<file path="config.mk">
export PLATFORM = sky130hd
export DESIGN_NAME = fbc_regs
export DESIGN_NICKNAME = d
export VERILOG_FILES = /design/src/rtl/fbc_regs.sv
export SDC_FILE = /design/constraint.sdc
export NUM_CORES = 1
export LEC_CHECK = 0
export ABC_AREA = 1
export BUFFER_PORTS_ARGS = -buffer_cell sky130_fd_sc_hd__buf_2
export CAP_MARGIN = 20
export CORE_MARGIN = 3
export CORE_UTILIZATION = 45
export CTS_CLUSTER_DIAMETER = 100
export CTS_CLUSTER_SIZE = 28
export DETAILED_ROUTE_END_ITERATION = 8
export SLEW_MARGIN = 20
export SYNTH_ARGS = -nofsm -noshare
export SYNTH_HDL_FRONTEND = slang
export SYNTH_SLANG_ARGS = --single-unit
</file>
<file path="constraint.sdc">
create_clock -name clk -period 8.42 [get_ports clk]
set_clock_uncertainty 0.2 [all_clocks]
set_input_delay 1.263 -clock clk [delete_from_list [all_inputs] [get_ports clk]]
set_output_delay 1.263 -clock clk [all_outputs]
set_load 0.005 [all_outputs]
</file>
<file path="src/rtl/fbc_regs.sv">
module fbc_regs #(
  parameter int AW = 5,
  parameter int DW = 8,
  parameter logic [AW-1:0] CTRL_OFS = 5'h10,
  parameter logic [DW-1:0] ID_BITS = 8'h61
) (
  input  logic          clk,
  input  logic          rst_n,
  input  logic [AW-1:0] addr,
  input  logic          wr_en,
  input  logic [DW-1:0] wr_data,
  input  logic          rd_en,
  output logic [DW-1:0] rd_data,
  input  logic          frame_end,
  output logic          irq
);
  localparam int NSTORE = (1 << AW) - int'(CTRL_OFS) - 2;
  localparam logic [AW-1:0] STAT_OFS = CTRL_OFS + 1'b1;

  logic [DW-1:0] ctrl;
  logic          pend;
  logic [DW-1:0] store [NSTORE];

  wire wr_ctrl  = wr_en && addr == CTRL_OFS;
  wire wr_stat  = wr_en && addr == STAT_OFS;
  wire ev_set   = frame_end && ctrl[DW-1];
  wire in_store = addr > STAT_OFS;
  wire [AW-1:0] sidx = addr - STAT_OFS - 1'b1;

  always_ff @(posedge clk) begin
    if (!rst_n) ctrl <= '0;
    else if (wr_ctrl) ctrl <= wr_data;
  end

  always_ff @(posedge clk) begin
    if (!rst_n) pend <= 1'b0;
    else if (ev_set) pend <= 1'b1;
    else if (wr_stat) pend <= 1'b0;
  end

  for (genvar i = 0; i < NSTORE; i++) begin : g_store
    always_ff @(posedge clk) begin
      if (!rst_n) store[i] <= '0;
      else if (wr_en && in_store && int'(sidx) == i) store[i] <= wr_data;
    end
  end

  logic [DW-1:0] rd_mux;
  always_comb begin
    rd_mux = '0;
    if (addr == CTRL_OFS) rd_mux = ctrl;
    else if (addr == STAT_OFS) rd_mux = {pend, {(DW-1){1'b0}}} | ID_BITS;
    else if (in_store) rd_mux = store[sidx];
  end

  always_ff @(posedge clk) begin
    if (!rst_n) rd_data <= '0;
    else if (rd_en) rd_data <= rd_mux;
  end

  assign irq = pend;
endmodule


</file>
# Word-level counts from Yosys, hierarchy flattened

Memories as Yosys holds them, arrays and structs flattened.
Cells that the tools add are included.

Flip-flop bits (word level): 17
Logic and storage cells: 118
Bits in writable memories: 112
ROM bits: 0
Input bits: 18
Latch bits: 0
Memories kept: 1

Div/mod/pow operators: 0
Bitwise logic cells: 14
Add/sub/neg operators: 2
Shift-type cells: 0
Multipliers: 0
Equal/unequal tests: 15
Order comparisons: 1
Reduce and logical (&&, ||, !) cells: 20
Multiplexer cells: 62

Memories:

| name  | words | bits a word | read ports | clocked after memory_dff | write ports | line | RTL |
|---|---|---|---|---|---|---|---|
| store | 14    | 8           | 1          | 0                        | 14          | 22   | `logic [DW-1:0] store [NSTORE];` |

Operator list:

| operator                                          | number |
|---|---|
| two-way mux 8 bit                                 | 17 |
| two-way mux 1 bit                                 | 45 |
| == test 5 bit (second input constant)             | 8 |
| == test 5 x 4 -> 1 bit (second input constant)    | 4 |
| logical AND 1 bit                                 | 18 |
| OR 1 bit                                          | 14 |
| == test 5 x 3 -> 1 bit (second input constant)    | 2 |
| == test 5 x 2 -> 1 bit (second input constant)    | 1 |
| > comparator 5 bit (second input constant)        | 1 |
| zero test 5 bit                                   | 1 |
| subtractor 5 x 1 -> 5 bit (second input constant) | 1 |
| subtractor 5 bit (second input constant)          | 1 |
| nonzero test 2 bit                                | 1 |

# Depth between registers and ports, before layout

Word-level depth: 8
Gate-level depth with buffers: 14
Mapped depth without buffers: 12

# Worst setup path before layout

OpenSTA, ideal clock, no wires.

Kind: input to register
From: input port addr[1]
To: memory store[2][0] (enable)
Required time: 7.836 ns
Setup slack: 4.648 ns
Path buffers: 2
Data arrival time: 3.188 ns
Setup time: 0.384 ns
Cell stages on the path: 10
Path through: buf_6 > inv_6 > clkbuf_1 > ha_1 > inv_1 > nand2_1 > nand2_2 > nor2_1 > nand2_1 > o21ai_0

RTL lines:

| item               | line | RTL |
|---|---|---|
| start: declaration | 9    | `input logic [AW-1:0] addr,` |
| end: declaration   | 22   |  |

==> impl_metrics.toml <==
[synthesis]
synth_seq_cells = 129
synth_top_area_share_pct = 55.2
yosysSeqAreaShare_pct = 60.8
avgSynthCellArea_sq_um = 9.34
yosysTopAreaCell = "edfxtp_1"
synthesis.area_sq_mm = 0.00610
synth_cell_types = 29
syn_inst = 653
synth_area_leaders = "edfxtp_1 55%, nor2_1 14%, nand2_1 7.3%"
yosys_warnings = 0
synth_nets = 672

[timing]
rsz0062_at_grt = "false"
maxSlewHeadroom_pct = 27.0
setup_viol = 0
fin_setup_tns_ns = 0
fin_crit_sh_pct = 47.3
period_needed_ns = 3.98
hold_viol_final = 0
fin_ws_ns = 4.44
max_freq_ghz = 0.251
slew_viol_final = 0
tightest_slew_ns = 1.09

[setup_path]
worstPathCellList = "buf_2 -> inv_2 -> nand2_1 -> nor2_4 -> nand3_1 -> nand2_1"
startpoint_type = "input pin"
critPathSlowestCell = "nand2_1"
worst_setup_path_end_kind = "register"
cp_common_cell = "nand2_1"
worstPathMaxFanout = 40
reg2reg_from = "store[4][5]"
worstSetupPathType = "input pin to register"
r2r-end = "rd_data[5]"
max_stage_delay_ns = 0.69
cp-endpoint = "store[12][1]"
rrSetupSlack_ns = 7.03
crit_start = "addr[0]"
r2r_cells = 8
worstPathArrival_ns = 3.88
cp.required_ns = 8.31

[die]
core_sq_mm = 0.0129
start_util_pct = 47.2
dieArea_sq_mm = 0.0150
chipWidth_um = 122
die_h_um = 122
row_count = 41
num_io_pins = 27

[route]
routedWlPerCell_um = 18.6
vias = 4629
detail_route.vias_per_cell = 5.43
ant_nets = 0
drt_iter0_markers = 504
drt_drc_violations_left = 0
drt-met1-wl_um = 6860
wl_um = 15800
wl_met3_um = 1100
dr.pass1.iters = 5
wl_met2_um = 7420
top_layer = "met5"

[grt]
grt_usage_pct = 22.6
grt_max_degree = 46
grt_pass1_vias = 4382
grt_pass1_wl_um = 24400
grt-ovfl-total = 0
grt_antenna_before_repair = 1

[clock_tree]
postCtsSetupRepairBufs = 0
cts_resized = 0
clkLatencyLatePin_ns = 0.43
postCtsHoldBufs = 0
path_clk_slew_ns = 0.06
cts_tree = "done"
ctsLongestPathBuffers = 2
numCtsBuffers = 17
cts_root_buffer = "clkbuf_16"
h-tree-depth = 4
cts_sinks = 129

[pwr]
p_comb_share_pct = 8.1
seq_power_share_pct = 46.4
power_frac_clock_pct = 45.5
swShare_pct = 23.5
power.internal_mw = 1.22
peakVddDrop_mv = 0.151
p_switching_mw = 0.374
power_density_mw_per_mm2 = 231
p_leak_nw = 2.71

[cells_and_area]
area_growth_pct = 12.9
final_nets = 687
drive_gt1_share_pct = 13.5
stdcell_area_sq_mm = 0.00688
ff_latch_area_sq_mm = 0.00370
multi_input_area_sq_mm = 0.00216
fill_cells = 1227
n_antenna_cell = 0

[placed_design]
place_congestion = 0.820
portBuffers = 26
post_dp_cell_area_sq_mm = 0.00631
dpl.hpwl_um = 10300
post-place-ws_ns = 3.82

[worst_hold_path]
hold_class = "register to register"
min_path_cells = 2

[outcome]
outcome = "completed"

[flow_run]
cap_violations = 0
==> layout make-up <==
class                   instances  share of cell area [%]
inverters                      26                    1.49
well taps                     172                    3.13
clock buffers                  19                    6.29
flip-flops and latches        129                    53.8
repair buffers                 26                    1.89
clock inverters                13                    2.09
multi-input cells             468                    31.3
==> synthesized netlist by cell type (all sizes together) <==
| cell type | count |
|---|---|
| nor3 | 2 |
| o21ai | 48 |
| inv | 25 |
| or2 | 6 |
| clkbuf | 14 |
| ha | 1 |
| nand3 | 15 |
| edfxtp | 112 |
| xnor2 | 1 |
| nor2 | 232 |
| a21boi | 5 |
| buf | 16 |
| clkinv | 1 |
| a21oi | 24 |
| nand4 | 12 |
| nand2 | 122 |
| dfxtp | 17 |
==> registers in the layout, indices dropped and copies added, names as in the netlist <==
register  flops
irq           1
store       112
ctrl          8
rd_data       8
==> worst max-delay path, delay by kind of cell <==
family                 cells  cell delay (ns)
buffers and inverters      2             0.98
and+or+nand+nor            4             1.62
==> worst min-delay path by stage <==
stage          startpoint       to  slack, ns
6_report          ctrl[4]  ctrl[4]       0.26
5_1_grt           ctrl[4]  ctrl[4]       0.30
4_1_cts           ctrl[4]  ctrl[4]       0.27
3_5_place_dp      ctrl[4]  ctrl[4]       0.26
3_3_place_gp      ctrl[4]  ctrl[4]       0.25
2_1_floorplan     ctrl[3]  ctrl[3]       0.22
==> layer usage <==
layer  vias to the layer above  global-route usage [%]
met5                         -                       0
met4                         2                    9.73
met3                        32                    6.18
met2                       174                    35.6
met1                      2223                    29.6
li1                       2198                       -
==> layout by cell type, fill, tap and decap left out, types with 4 or more instances in the layout <==
| master | instances |
|---|---|
| clkinv_1 | 5 |
| nand2_1 | 119 |
| nor2_2 | 4 |
| a21oi_1 | 24 |
| dfxtp_1 | 17 |
| nand3_2 | 5 |
| inv_2 | 5 |
| nand3_1 | 5 |
| nand4_2 | 4 |
| nor2_1 | 225 |
| nand3_4 | 5 |
| clkbuf_16 | 17 |
| a21boi_0 | 5 |
| buf_2 | 26 |
| nand4_1 | 6 |
| o21ai_0 | 45 |
| inv_1 | 19 |
| edfxtp_1 | 112 |
| or2_2 | 6 |
==> cells by family after synthesis <==
logic type / after synthesis / share of synthesized area, %
AO/OA/AOI/OAI: 77 / 6.53
XOR/XNOR: 1 / 0.144
adder cells (fa/ha/maj): 1 / 0.205
buffers and inverters: 56 / 3.88
flip-flops: 129 / 60.8
AND/OR/NAND/NOR: 389 / 28.5
==> through the flow <==
stage               hold WS, ns  total power [mW]  cells  utilization (%)
floorplan                 0.220             0.833    653                -
global placement          0.254             0.877    821             48.8
detailed placement        0.260             0.879    821             48.8
CTS                       0.268              1.60    853             53.3
global route              0.297              1.65    853             53.3
finish                    0.264              1.59    853             53.3
==> power by group through the flow <==
| stage | Clock, mW | Sequential (mW) | Combinational, mW |
|---|---|---|---|
| after floorplan | 0 | 0.747 | 0.0863 |
| after global placement | 0 | 0.751 | 0.126 |
| after detailed placement | 0 | 0.751 | 0.127 |
| after CTS | 0.730 | 0.739 | 0.128 |
| after global routing | 0.764 | 0.741 | 0.142 |
| final | 0.724 | 0.739 | 0.129 |
(Power assumes the default switching activity.)
